===== src/rtl/fsw_pkg.sv =====
package fsw_pkg;
   localparam int unsigned SW_W    = 16;
   localparam int unsigned INV_BIT = 0;
   localparam int unsigned SF_BIT  = 6;
   localparam int unsigned ES_BIT  = 7;
   localparam int unsigned C0_BIT  = 8;
   localparam int unsigned C1_BIT  = 9;
   localparam int unsigned C2_BIT  = 10;
   localparam int unsigned TOP_LSB = 11;
   localparam int unsigned C3_BIT  = 14;
   localparam int unsigned B_BIT   = 15;
endpackage


===== src/rtl/fsw_flag_cell.sv =====
module fsw_flag_cell (
   input  logic clk,
   input  logic rst_n,
   input  logic ld_en,
   input  logic ld_val,
   input  logic clr,
   input  logic set,
   output logic q
);
   always_ff @(posedge clk or negedge rst_n) begin
      if (!rst_n)     q <= 1'b0;
      else if (ld_en) q <= ld_val;
      else if (clr)   q <= 1'b0;
      else if (set)   q <= 1'b1;
   end
endmodule


===== src/rtl/fsw_field_regs.sv =====
module fsw_field_regs #(
   parameter int unsigned NUM_CC = 4,
   parameter int unsigned TOP_W  = 3,
   parameter int unsigned DIR_CC = 1
) (
   input  logic              clk,
   input  logic              rst_n,
   input  logic              ld_en,
   input  logic [NUM_CC-1:0] ld_cc,
   input  logic [TOP_W-1:0]  ld_top,
   input  logic              cc_we,
   input  logic [NUM_CC-1:0] cc_in,
   input  logic              top_we,
   input  logic [TOP_W-1:0]  top_in,
   input  logic              stk_fault,
   input  logic              stk_ovf,
   output logic [NUM_CC-1:0] cc_q,
   output logic [TOP_W-1:0]  top_q
);
   logic [NUM_CC-1:0] cc_nxt;

   always_comb begin
      cc_nxt = cc_we ? cc_in : cc_q;
      if (stk_fault) cc_nxt[DIR_CC] = stk_ovf;
   end

   always_ff @(posedge clk or negedge rst_n) begin
      if (!rst_n) begin
         cc_q  <= '0;
         top_q <= '0;
      end else if (ld_en) begin
         cc_q  <= ld_cc;
         top_q <= ld_top;
      end else begin
         cc_q <= cc_nxt;
         if (top_we) top_q <= top_in;
      end
   end
endmodule


===== src/rtl/fsw_summary.sv =====
module fsw_summary #(
   parameter int unsigned NUM_EXC = 6
) (
   input  logic [NUM_EXC-1:0] flags,
   input  logic [NUM_EXC-1:0] mask,
   output logic               es
);
   assign es = |(flags & ~mask);
endmodule


===== src/rtl/fpu_status_word.sv =====
module fpu_status_word #(
   parameter int unsigned NUM_EXC = 6,
   parameter int unsigned NUM_CC  = 4,
   parameter int unsigned TOP_W   = 3
) (
   input  logic                     clk,
   input  logic                     rst_n,
   input  logic [NUM_EXC-1:0]       exc_set,
   input  logic                     exc_clr,
   input  logic                     cc_we,
   input  logic [NUM_CC-1:0]        cc_in,
   input  logic                     top_we,
   input  logic [TOP_W-1:0]         top_in,
   input  logic                     stk_fault,
   input  logic                     stk_ovf,
   input  logic [NUM_EXC-1:0]       mask_in,
   input  logic                     ld_en,
   input  logic [fsw_pkg::SW_W-1:0] ld_word,
   output logic [fsw_pkg::SW_W-1:0] status_o,
   output logic                     error_o
);
   import fsw_pkg::*;

   localparam int unsigned NCELL = NUM_EXC + 1;

   if (NUM_EXC != SF_BIT) begin : g_bad_exc
      $error("NUM_EXC must fill the bits below the stack flag");
   end
   if (NUM_CC != 4) begin : g_bad_cc
      $error("NUM_CC must be 4");
   end
   if (TOP_W != C3_BIT - TOP_LSB) begin : g_bad_top
      $error("TOP_W must fill the field between C2 and C3");
   end

   logic [NCELL-1:0]  cell_set;
   logic [NCELL-1:0]  cell_ld;
   logic [NCELL-1:0]  cell_q;
   logic [NUM_EXC-1:0] flags;
   logic              sf;
   logic              es;
   logic [NUM_CC-1:0] cc_q;
   logic [TOP_W-1:0]  top_q;
   logic [NUM_CC-1:0] ld_cc;

   always_comb begin
      cell_set             = {1'b0, exc_set};
      cell_set[INV_BIT]    = exc_set[INV_BIT] | stk_fault;
      cell_set[NUM_EXC]    = stk_fault;
      cell_ld              = ld_word[NCELL-1:0];
   end

   for (genvar i = 0; i < NCELL; i++) begin : g_cell
      fsw_flag_cell u_cell (
         .clk    (clk),
         .rst_n  (rst_n),
         .ld_en  (ld_en),
         .ld_val (cell_ld[i]),
         .clr    (exc_clr),
         .set    (cell_set[i]),
         .q      (cell_q[i])
      );
   end

   assign flags = cell_q[NUM_EXC-1:0];
   assign sf    = cell_q[NUM_EXC];
   assign ld_cc = {ld_word[C3_BIT], ld_word[C2_BIT], ld_word[C1_BIT], ld_word[C0_BIT]};

   fsw_field_regs #(
      .NUM_CC (NUM_CC),
      .TOP_W  (TOP_W),
      .DIR_CC (C1_BIT - C0_BIT)
   ) u_fields (
      .clk       (clk),
      .rst_n     (rst_n),
      .ld_en     (ld_en),
      .ld_cc     (ld_cc),
      .ld_top    (ld_word[TOP_LSB +: TOP_W]),
      .cc_we     (cc_we),
      .cc_in     (cc_in),
      .top_we    (top_we),
      .top_in    (top_in),
      .stk_fault (stk_fault),
      .stk_ovf   (stk_ovf),
      .cc_q      (cc_q),
      .top_q     (top_q)
   );

   fsw_summary #(.NUM_EXC(NUM_EXC)) u_sum (
      .flags (flags),
      .mask  (mask_in),
      .es    (es)
   );

   always_comb begin
      status_o                      = '0;
      status_o[NUM_EXC-1:0]         = flags;
      status_o[SF_BIT]              = sf;
      status_o[ES_BIT]              = es;
      status_o[C0_BIT]              = cc_q[0];
      status_o[C1_BIT]              = cc_q[1];
      status_o[C2_BIT]              = cc_q[2];
      status_o[TOP_LSB +: TOP_W]    = top_q;
      status_o[C3_BIT]              = cc_q[3];
      status_o[B_BIT]               = es;
   end

   assign error_o = es;
endmodule


===== config.mk =====
export PLATFORM = sky130hd
export DESIGN_NAME = fpu_status_word
export DESIGN_NICKNAME = d
export VERILOG_FILES = /design/src/rtl/fsw_pkg.sv /design/src/rtl/fsw_flag_cell.sv /design/src/rtl/fsw_field_regs.sv /design/src/rtl/fsw_summary.sv /design/src/rtl/fpu_status_word.sv
export SDC_FILE = /design/constraint.sdc
export NUM_CORES = 1
export LEC_CHECK = 0
export CAP_MARGIN = 20
export CORE_MARGIN = 10
export CORE_UTILIZATION = 31
export DETAILED_ROUTE_END_ITERATION = 6
export PLACE_DENSITY_LB_ADDON = 0.15
export SLEW_MARGIN = 25
export SYNTH_ARGS = -nofsm -noshare
export SYNTH_HDL_FRONTEND = slang
export SYNTH_HIERARCHICAL = 1
export SYNTH_SLANG_ARGS = --single-unit

===== constraint.sdc =====
create_clock -name clk -period 1.35 [get_ports clk]
set_input_delay 0.2025 -clock clk [delete_from_list [all_inputs] [get_ports clk]]
set_output_delay 0.2025 -clock clk [all_outputs]
set_load 0.005 [all_outputs]

==> results.txt, run 1 <==
- The first global-routing pass estimated 3570 um of wire.
- The number of endpoints with negative hold slack in the final report was 0.
* Synthesized area: about 700 um2
- The synthesized netlist contains 13 unique library cells.
- After synthesis, the mean cell area works out to a little under 10 um2.
- For the worst flop-to-flop path, the logic depth is 3.
* Slew at the pin closest to its max-slew limit: approximately 420 ps
- Reported net switching power: 0.282 mW
- Initial DRC count: 21
- The internal power of the cells totals ~0.86 mW.
- Highest metal layer with signal wires: met4
- Total power per unit cell area: approximately 800 mW/mm2
- Total inserted antenna cells: 0
- Crit path buf inv count: 2
* Instance area at placement: around 0.0014 mm2
* Clk network pwr share: 0.267
* Remaining global-route overflow: 0
- Area added between synthesis and finish: 100%
* Via count: between 700 and 800
* Crit. End Element: output port
- Post-route minimum period: between 1500 and 2000 ps
* Worst Hold Class: primary input to async pin
- The tree is rooted in a clkbuf_4.
- Number of DRC violations after detailed routing: 0
- Final weighted congestion in routability-driven placement: roughly 0.7
* Via count of the first global-routing pass: ~760
- Based on the critical path, the design can be clocked at up to between 600 and 700 MHz.
- Synthesis warning total: 6
- Library cell occupying the most area in the post-synthesis netlist: dfrtp_1
- Across the VDD grid, the largest voltage drop is 0.000682 V.
- Biggest area contributors in the synthesized netlist: dfrtp_1 49%, o31ai_2 12%, mux2i_1 9.8%, nand2_1 7.4%, o21ai_1 4.9%
* Number of rows created at floorplan: 17
* HPWL after detailed placement: 2020 um
- Total wire length: between 2000 and 2500 um
- The most used flip-flop cell after synthesis is dfrtp_1.
* Die Area: 0.00462 mm2
* Worst-case clock buffer depth: 2
- CTS clk-pin slew, worst paths: about 90 ps
- Worst flop-to-flop path endpoint: u_fields/cc_q[1]
- Nets in the synthesized netlist: 115
- Entering global routing, the biggest net connects 15 pins.
- CTS saw 14 sinks.
- The floorplan step defined a core boundary enclosing approximately 0.0022 mm2.
* All-layer global routing usage: 0.101
- Setup slack of the most critical reg-to-reg path: between 300 and 400 ps
- After synthesis the netlist holds a flip-flop and latch count of 14.
- After synthesis, the share of flip-flops with an asynchronous set or reset is 1.00.
* Clock insertion delay at the later pin of the skew report: ~270 ps
- The slowest stage of the critical path belongs to the cell or3_4.
- Initial core utilization: 0.323
- Detailed route wirelength on metal3: between 150 and 200 um
* Final number of setup-violating endpoints: 3
* Final Max Slew Viols: 0
- In this run the count of I/O pins placed on the die edge is 60.
- Dividing the detail-routed wire length by the instance count gives roughly 14 um.
- Across the run, the number of max-cap violations was 0.
* Critical path's largest stage delay: roughly 410 ps
- The synthesized design contains 0 enable-type register cells.
* Result of the run: complete, but fails checks
- Via density: ~4.4
- DIE WIDTH: 68.0 um
* Kind of start point of the critical path: flop
* Violations in the final reports: setup timing
- Detailed routing placed a total of approximately 1300 um of wire on met2.
- In the final routing, the length of wire on met1 measures ~900 um.
- Detail Route Antenna Nets: 0
* Post-route total power: 1.14 mW
- Sequence of cells on the critical path: inv_2 -> o22ai_2 -> or3_4 -> buf_6
* Combinational group share of total power: 0.319
* Cell leakage power: approximately 0.69 nW
* Required time worst endpoint: roughly 1200 ps
- The share of synthesized area in the top cell type comes to 0.490.
* First-pass detailed-route iteration total: 2
- Data on the critical path arrives at its endpoint at 1330 ps.
- After technology mapping, the gate count stands at just over 70.
- Of the available clock period, the critical path in the final layout requires 1.13.
- Number of buffers created by CTS: 3
- The net count of the finished layout is 185.
* Minimum setup slack after placement: -464 ps
- Setup slack of the critical path after layout: -181 ps
- Across the routed clock network, the largest skew measured is 0 ps.
- The commonest cells after synthesis are 14 x dfrtp_1, 14 x nand2_1.
- Worst setup path class: flop to output port
- Hold-fix buffers, CTS: 0
- Fraction of final layout cells sized beyond drive strength 1: 0.227
* Gate family responsible for the most delay along the worst path: simple AND/OR/NAND/NOR gates
- The worst register-to-register path begins at u_fields/cc_q[1].
- Sequential power share: 0.414
- The number of antenna violations at the first check in global routing is 0.
- TritonCTS built the clock tree.
- In this run the tightest slew margin relative to its limit is 0.716.
* Total Negative Setup Slacks: -543 ps
- Of the total power, the share spent switching nets is 0.247.
- RSZ-0062 raised after global routing: true
- H-tree level count: 1
- During placement, the flow inserted port buffers numbering between 50 and 60.
- The share of the Yosys chip area taken by registers is 0.490.
* Overall die height: ~68 um
- Crit path max fanout: 3
- Final Cell Area: between 0.001 and 0.0015 mm2
## power by group through the flow
stage,logic (mW),clock network (mW),registers (mW)
2_1_floorplan,0.0960,0,0.488
3_3_place_gp,0.365,0,0.481
3_5_place_dp,0.370,0,0.483
4_1_cts,0.351,0.313,0.474
5_1_grt,0.394,0.336,0.479
6_report,0.364,0.305,0.473
## layout by cell type, fill, tap and decap left out
cell type and instances:
clkbuf_8 1, dlygate4sd2_1 10, or3_4 1, or2_1 1, buf_6 3, nand2_1 14
dlymetal6s2s_1 3, clkbuf_4 3, nor2_1 7, o21ai_1 7, dfrtp_1 14, inv_1 4
clkbuf_2 1, clkdlybuf4s50_1 40, o31ai_2 7, inv_2 2, buf_4 12, o22ai_2 2
mux2i_1 7, o22ai_1 1, mux2_1 1
## cells by family (layout without fill, tap and decap cells)
kind of cell / after synthesis / count (layout) / synth area share
AO/OA/AOI/OAI: 17 / 17 / 0.198
buffers and inverters: 10 / 79 / 0.0700
flip-flops: 14 / 14 / 0.490
multiplexers: 8 / 8 / 0.114
AND/OR/NAND/NOR: 23 / 23 / 0.128
## what timing repair did
| item | in CTS | in global routing |
|---|---|---|
| resized for setup | 25 | 11 |
| endpoints found under the setup margin | 14 | 7 |
| pin swaps | 1 | 2 |
| buffers inserted | 2 | 1 |
| hold endpoints to repair | 0 | 0 |
## worst reg2reg max path, cell delays in order (launching register included)
cell     delay (ps)
dfrtp_1         380
mux2_1          290
mux2i_1         130
o21ai_1          70
## through the flow
step           utilization  hold WS (ps)  std cells
4_1_cts              0.628           242        168
3_3_place_gp         0.615           531        162
3_5_place_dp         0.615           538        162
6_report             0.646           240        169
2_1_floorplan            -         -93.1         72
5_1_grt              0.646           257        169
## per-layer routing
| layer | track usage | vias to the layer above |
|---|---|---|
| met5 | 0 | - |
| met4 | 0.0302 | 0 |
| met3 | 0.0489 | 2 |
| met2 | 0.190 | 26 |
| met1 | 0.0953 | 336 |
| li1 | - | 381 |
## state kept, by name, summed over array words and instances (netlist names)
name             flops
g_cell.u_cell/q      7
u_fields/cc_q        4
u_fields/top_q       3
## final cells by class
class                           count  area (um2)
Tap cell                           28        35.0
Sequential cell                    14         350
Clock buffer                        4        36.3
Multi-Input combinational cell     48         332
Timing Repair Buffer               69         654
Fill cell                         209         782
Inverter                            6        22.5
## worst max path at each step
stage                         to                from  depth (start not counted)
global placement    status_o[15]          mask_in[0]                          4
CTS                      error_o  g_cell[4].u_cell/q                          4
detailed placement       error_o          mask_in[0]                          4
floorplan           status_o[15]  g_cell[0].u_cell/q                          4
global route             error_o  g_cell[4].u_cell/q                          4
finish                   error_o  g_cell[0].u_cell/q                          4
Power figures use the tool's default switching activity.
==> inputs of run 2 (changes only) <==
--- a/config.mk
+++ b/config.mk
@@ -6,6 +6,7 @@
 export NUM_CORES = 1
 export LEC_CHECK = 0
 export CAP_MARGIN = 20
+export CORE_ASPECT_RATIO = 0.9
 export CORE_MARGIN = 10
 export CORE_UTILIZATION = 31
 export DETAILED_ROUTE_END_ITERATION = 6
==> run 2 against run 1 <==
Against the previous run:
- the flow still finishes with violations (setup timing)
- combinational power is essentially flat
- core utilization is essentially flat
- via count down 3.0%
- die area barely moved
- clock-buffer cell count fell by 1
- global-route usage decreased by 0.48 points
- sequential share of layout area increased by 0.33 points
- design area shrank 1.3%
- largest cell class unchanged
==> results.txt, run 2 (synthesis gave the netlist of run 1 again) <==
- The reg2reg setup slack came to 360 ps (was 370 ps).
- H-tree level count: 1 (unchanged)
- The clock sink total is 14 (unchanged).
- The final worst-path cycle share was 1.12 (was 1.13).
- The placer congestion estimate came to 0.778 (was 0.699).
- The top-level I/O count was 60 (unchanged).
- The detailed router's first-iteration violation count was 35 (was 21).
- All-layer global routing usage: 0.0966 (was 0.101)
- Number of rows created at floorplan: 16 (was 17)
- The number of pins exceeding their max-slew limit in the final report came to 0 (unchanged).
* Setup slack of the critical path after layout: -166 ps (was -181 ps)
* CTS clk-pin slew, worst paths: 80 ps (was 90 ps)
* Detail Route Antenna Nets: 0 (unchanged)
- DIE WIDTH: 70.6 um (was 68.0 um)
* HPWL after detailed placement: 1960 um (was 2020 um)
- Worst flop-to-flop path endpoint: u_fields/cc_q[1] (unchanged)
- Crit path max fanout: 3 (unchanged)
- The required time reported for the critical path endpoint is 1150 ps (about the same).
- Fill cells: 197 (was 209)
- Worst-case clock buffer depth: 2 (unchanged)
- The kind of path behind the tightest hold check is primary input to async pin (unchanged).
- Via density: 4.36 (was 4.41)
- Number of DRC violations after detailed routing: 0 (unchanged)
* Area occupied by multi-input gates: 319 um2 (was 332 um2)
- Minimum setup slack after placement: -470 ps (was -464 ps)
- Largest regs: g_cell.u_cell/q: 7 flops, u_fields/cc_q: 4 flops, u_fields/top_q: 3 flops (unchanged).
- The via count of the first global-routing pass was 775 (was 764).
* Area added between synthesis and finish: 97.5% (was 100%)
* Total inserted antenna cells: 0 (unchanged)
* Final number of setup-violating endpoints: 3 (unchanged)
- The most common cell after layout, fill and taps aside is clkdlybuf4s50_1 (unchanged).
- Register name with the most flops: g_cell.u_cell/q (unchanged)
* First-pass detailed-route iteration total: 3 (was 2)
- Remaining global-route overflow: 0 (unchanged)
* Clk root buf: clkbuf_4 (unchanged)
* Result of the run: complete, but fails checks (unchanged)
* Startpoint of the lowest-slack register-to-register path: u_fields/cc_q[1] (unchanged)
* Final Hold Violating Endpoints: 0 (unchanged)
- Post-layout nets: 184 (was 185)
- The post-detailed-placement cell area is 0.00137 mm2 (was 0.00136 mm2).
* Die Area: 0.00463 mm2 (was 0.00462 mm2)
* Final Cell Area: 0.00141 mm2 (was 0.00143 mm2)
- The later-pin clock latency in the skew report is 260 ps (was 270 ps).
- The worst clock skew came to 0 ps (unchanged).
- Violations in the final reports: setup timing (unchanged)
- The type of origin of the critical path is a flop (unchanged).
* Worst supply voltage drop on vdd: 0.000670 V (was 0.000682 V)
- RSZ-0062 raised after global routing: true (unchanged)
* Slew at the pin closest to its max-slew limit: 418 ps (was 424 ps)
* Cell leakage power: 0.684 nW (was 0.692 nW)
- The sequential standard cell area came to 350 um2 (unchanged).
- Number of buffers created by CTS: 3 (unchanged)
- TritonCTS clock tree: yes (unchanged)
- The shortest clock period the worst path allows after layout is 1520 ps (was 1530 ps).
* Number of input and output port buffers inserted: 57 (unchanged)
- Total power per unit cell area: 750 mW/mm2 (was 799 mW/mm2)
* Fraction of final layout cells sized beyond drive strength 1: 0.180 (was 0.227)
- The depth of the worst register-to-register path is 3 (unchanged).
- The total of max-cap violations was 0 (unchanged).
- Total core area: 0.00218 mm2 (was 0.00221 mm2)
* Non-filler instance count after layout: 166 (was 169)
- Crit. End Element: output port (unchanged)
- Largest net degree at the start of global routing: 29 (was 15)
- The first-pass GRT wire length came to 3670 um (was 3570 um).
- Commonest non-fill, non-tap cells in the layout: 40 x clkdlybuf4s50_1, 14 x nand2_1, 14 x dfrtp_1, 11 x dlygate4sd2_1, 10 x buf_4 (was 40 x clkdlybuf4s50_1, 14 x nand2_1, 14 x dfrtp_1, 12 x buf_4, 10 x dlygate4sd2_1)
* Worst setup path class: flop to output port (unchanged)
- The number of antenna violations at the first check in global routing came to 0 (unchanged).
- Achievable Freq: 660 MHz (was 653 MHz)
- The via count of the routed design is 723 (was 745).
* Total wire length: 2400 um (was 2420 um)
- The headroom to the max-slew limit is 0.720 (was 0.716).
- The initial core utilization came to 0.327 (was 0.323).
- The y dimension of the die is 65.5 um (was 68.0 um).
- The arrival time reported for the critical path endpoint is 1310 ps (was 1330 ps).
* Wirelength per Cell: 14.4 um (was 14.3 um)
* Max reg flops: 7 (unchanged)
- The cell total after placement came to 161 (was 162).
-- run 2: cell types whose count changed in the layout (fill, tap and decap cells not counted) --
cell	delta
inv_2	-2
o22ai_1	+2
inv_1	+2
dlygate4sd2_1	+1
buf_12	+1
buf_4	-2
clkbuf_2	-1
o22ai_2	-2
clkbuf_8	-1
-- run 2: repair_timing --
action	in CTS	in global routing
hold endpoints to repair	0	0
pin swaps	2	2
hold buffers	0	0
buffers inserted	1	1
endpoints found under the setup margin	15	6
gates resized for setup	23	7
-- run 2: critical path: stages, from the launching register on --
cell and delay, ps:
dfrtp_1 390, inv_1 50, o22ai_1 60, or3_4 410, buf_6 130
-- run 2: metal layers --
layer / part of all wire / GRT usage / vias to the layer above / wire length (um)
met5: 0 / 0 / - / 0
met4: 0.0033 / 0.00725 / 0 / 8
met3: 0.080 / 0.0541 / 2 / 192
met2: 0.55 / 0.183 / 22 / 1310
met1: 0.37 / 0.0940 / 319 / 883
li1: - / - / 380 / -
-- run 2: worst max path at each step --
stage	from	end	slack, ps	depth (start not counted)
after floorplan	g_cell[0].u_cell/q	status_o[15]	80	4
after global placement	mask_in[0]	error_o	-460	4
after detailed placement	mask_in[0]	status_o[7]	-470	4
after CTS	g_cell[3].u_cell/q	status_o[7]	-200	4
after global routing	g_cell[4].u_cell/q	status_o[15]	-240	4
final	g_cell[1].u_cell/q	status_o[7]	-170	4
-- run 2: area by class of cell --
class,count,share of cell area
Tap cell,27,0.0239
Multi-Input combinational cell,48,0.226
Timing Repair Buffer,68,0.470
Sequential cell,14,0.248
Clock buffer,3,0.0160
Inverter,6,0.0160
-- run 2: stage by stage --
step,hold WS [ps],util,power [mW],TNS (ps)
5_1_grt,240,0.647,1.13,-721
3_5_place_dp,538,0.628,0.860,-1440
2_1_floorplan,-93.1,-,0.584,0
4_1_cts,232,0.629,1.06,-583
6_report,236,0.647,1.06,-497
3_3_place_gp,533,0.628,0.851,-1380
-- run 2: where the power goes --
group / switching (mW) / internal [mW] / leakage [nW]
Clock: 0.119 / 0.103 / 0.0138
Combinational: 0.123 / 0.241 / 0.500
Sequential: 0.0179 / 0.456 / 0.170
==> inputs of run 3 (changes only) <==
--- a/config.mk
+++ b/config.mk
@@ -10,7 +10,7 @@
 export CORE_MARGIN = 10
 export CORE_UTILIZATION = 31
 export DETAILED_ROUTE_END_ITERATION = 6
-export PLACE_DENSITY_LB_ADDON = 0.15
+export PLACE_DENSITY = 0.78
 export SLEW_MARGIN = 25
 export SYNTH_ARGS = -nofsm -noshare
 export SYNTH_HDL_FRONTEND = slang
==> run 3 against run 2 <==
Against the previous run:
- the flow still finishes with violations (setup timing)
- sequential share of layout area about the same
- critical path depth is the same
- power is 0.36% higher
- hold slack lost 8.3 ps
- sequential power is essentially flat
- fmax shrank 3.3%
- routed wire length rose by 9.4%
- die area unchanged
- clock power about the same
- largest cell class unchanged
- largest power group unchanged
==> results.txt, run 3 (synthesis gave the netlist of run 1 again) <==
- Result of the run: complete, but fails checks (unchanged)
* Violations in the final reports: setup timing (unchanged)
- The maximum buffer depth of the clock tree was 2 (unchanged).
- Sw Share: 0.249 (was 0.245)
- The total of max-cap violations came to 0 (unchanged).
* Part of the cycle the worst path needs: 1.16 (was 1.12)
- The core region area came to 0.00218 mm2 (unchanged).
- Number of buffers created by CTS: 3 (unchanged)
- Worst endpoint data arrival time: 1370 ps (was 1310 ps)
- Most common cell after layout, fill and taps aside: clkdlybuf4s50_1 (unchanged)
* Number of DRC violations after detailed routing: 0 (unchanged)
* RSZ-0062 raised after global routing: true (unchanged)
- The placer congestion estimate came to 0.738 (was 0.778).
- Total Negative Setup Slacks: -652 ps (was -497 ps)
- The tightest hold margin came to 227 ps (was 236 ps).
* Final number of setup-violating endpoints: 3 (unchanged)
* Crit path max fanout: 3 (unchanged)
* Via count: 746 (was 723)
* Setup slack of the most critical reg-to-reg path: 380 ps (was 360 ps)
- Most used routing layer in global routing: met2 (unchanged)
* Worst supply voltage drop on vdd: 0.000683 V (was 0.000670 V)
- The highest clock rate came to 638 MHz (was 660 MHz).
* Initial DRC count: 6 (was 35)
* Number of input and output port buffers inserted: 57 (unchanged)
- The flip-flop count of the largest register after layout was 7 (unchanged).
- Setup slack of the critical path after layout: -218 ps (was -166 ps)
- Clk network pwr share: 0.207 (was 0.209)
- Kind of start point of the critical path: flop (unchanged)
- Initial core utilization: 0.327 (unchanged)
* Register name with the most flops: g_cell.u_cell/q (unchanged)
* Startpoint of the lowest-slack register-to-register path: u_fields/cc_q[1] (unchanged)
- Worst Hold Class: primary input to async pin (unchanged)
* IO Pins: 60 (unchanged)
- Cell leakage power: 0.685 nW (was 0.684 nW)
- Worst setup path start: g_cell[1].u_cell/q (unchanged)
* Detail Route Antenna Nets: 0 (unchanged)
- Required time worst endpoint: 1150 ps (about the same)
* Sequence of cells on the critical path: inv_1 -> o22ai_2 -> or3_4 -> buf_6 (was inv_1 -> o22ai_1 -> or3_4 -> buf_6)
* Area added between synthesis and finish: 97.7% (was 97.5%)
- The depth of the worst register-to-register path was 3 (unchanged).
* Total power per unit cell area: 752 mW/mm2 (was 750 mW/mm2)
- Standard cell with the maximum stage delay on the critical path: or3_4 (unchanged)
* Critical path's largest stage delay: 420 ps (was 410 ps)
- The via count of the first global-routing pass is 785 (was 775).
* All-layer global routing usage: 0.110 (was 0.0966)
* Total inserted antenna cells: 0 (unchanged)
- Grt met1 use: 0.111 (was 0.0940)
- The combinational cell fraction of total power is 0.347 (was 0.343).
- Commonest non-fill, non-tap cells in the layout: 40 x clkdlybuf4s50_1, 14 x nand2_1, 14 x dfrtp_1, 10 x dlygate4sd2_1, 8 x buf_4 (was 40 x clkdlybuf4s50_1, 14 x nand2_1, 14 x dfrtp_1, 11 x dlygate4sd2_1, 10 x buf_4)
* Via density: 4.55 (was 4.36)
* Die Area: 0.00463 mm2 (unchanged)
- Largest net degree at the start of global routing: 29 (unchanged)
- Overall die height: 65.5 um (unchanged)
- The TritonCTS clock tree is yes (unchanged).
* Clock insertion delay at the later pin of the skew report: 260 ps (about the same)
* Slew at the pin closest to its max-slew limit: 444 ps (was 418 ps)
* Final Hold Violating Endpoints: 0 (unchanged)
- CTS clk-pin slew, worst paths: 80 ps (about the same)
- The shortest clock period the worst path allows after layout is 1570 ps (was 1520 ps).
- The switching power total came to 0.265 mW (was 0.260 mW).
* Number of rows created at floorplan: 16 (unchanged)
- The number of pins exceeding their max-slew limit in the final report was 0 (unchanged).
- The internal portion of total power came to 0.797 mW (was 0.799 mW).
* Setup Fix Bufs, Post-CTS: 0 (was 1)
- The number of levels the H-tree was split into was 1 (unchanged).
* First-pass GRT wire length: 4060 um (was 3670 um)
* Met3 capacity usage during global routing: 0.0300 (was 0.0541)
- The clock sink total is 14 (unchanged).
* Crit. End Element: output port (unchanged)
* Worst setup path class: flop to output port (unchanged)
* DIE WIDTH: 70.6 um (unchanged)
- The routed wirelength normalized by instance count was 16.0 um (was 14.4 um).
* Initial antenna violation count: 0 (unchanged)
* HPWL after detailed placement: 2180 um (was 1960 um)
- The count of hold-fix buffers inserted at cts is 0 (unchanged).
- The relative contribution of sequential cells to total power came to 0.446 (was 0.447).
- GR Util met2: 0.210 (was 0.183)
* Remaining global-route overflow: 0 (unchanged)
* Headroom to the max-slew limit: 0.703 (was 0.720)
- Post-layout nets: 182 (was 184)
- The capturing point of the worst reg2reg path is u_fields/cc_q[1] (unchanged).
- Largest regs: g_cell.u_cell/q: 7 flops, u_fields/cc_q: 4 flops, u_fields/top_q: 3 flops (unchanged)
- Post-route total power: 1.06 mW (about the same)
- The end point of the critical path is status_o[15] (was status_o[7]).
* Total wire length: 2620 um (was 2400 um)
- The worst clock skew was 0 ps (unchanged).
* Fraction of final layout cells sized beyond drive strength 1: 0.197 (was 0.180)
- First-pass detailed-route iteration total: 4 (was 3)
- The clock tree root driver cell is clkbuf_4 (unchanged).
-- run 3: through the flow --
stage	utilization	area (um2)	setup WS, ps	instances
2_1_floorplan	-	714	82.6	72
3_3_place_gp	0.628	1370	-444	161
3_5_place_dp	0.628	1370	-501	161
4_1_cts	0.628	1370	-209	164
5_1_grt	0.647	1410	-269	164
6_report	0.647	1410	-218	164
-- run 3: repair_timing --
action                                  CTS  global route
gates resized for setup                  23            11
endpoints found under the hold margin     0             0
endpoints found under the setup margin   13             7
pin swaps                                 1             3
-- run 3: worst min path at each step --
| stage | start | slack, ps | end |
|---|---|---|---|
| after floorplan | rst_n | -90 | g_cell[0].u_cell/q |
| after global placement | rst_n | 530 | g_cell[5].u_cell/q |
| after detailed placement | rst_n | 530 | g_cell[5].u_cell/q |
| after CTS | rst_n | 220 | g_cell[1].u_cell/q |
| after global routing | rst_n | 240 | u_fields/top_q[1] |
| final | rst_n | 230 | u_fields/top_q[1] |
-- run 3: power by group through the flow --
stage | clock network (mW) | logic [mW] | registers, mW
after floorplan | 0 | 0.0960 | 0.488
after global placement | 0 | 0.372 | 0.482
after detailed placement | 0 | 0.380 | 0.483
after CTS | 0.234 | 0.354 | 0.474
after global routing | 0.257 | 0.398 | 0.479
final | 0.220 | 0.368 | 0.474
-- run 3: per-layer routing --
layer  share of wire  wire length, um
met1            0.36              943
met2            0.58             1510
met3           0.039              103
met4           0.025               65
met5               0                0
-- run 3: cell type report --
cell class / instances / area [um2]
Sequential cell: 14 / 350
Fill cell: 187 / 769
Timing Repair Buffer: 66 / 652
Multi-Input combinational cell: 48 / 332
Inverter: 6 / 22.5
Clock buffer: 3 / 22.5
Tap cell: 27 / 33.8
-- run 3: critical path: cells and delay by family, from the launching register on --
kind            cells  cell delay (ps)
simple gates        1              420
flops               1              380
compound gates      1               80
buf+inv             2              210
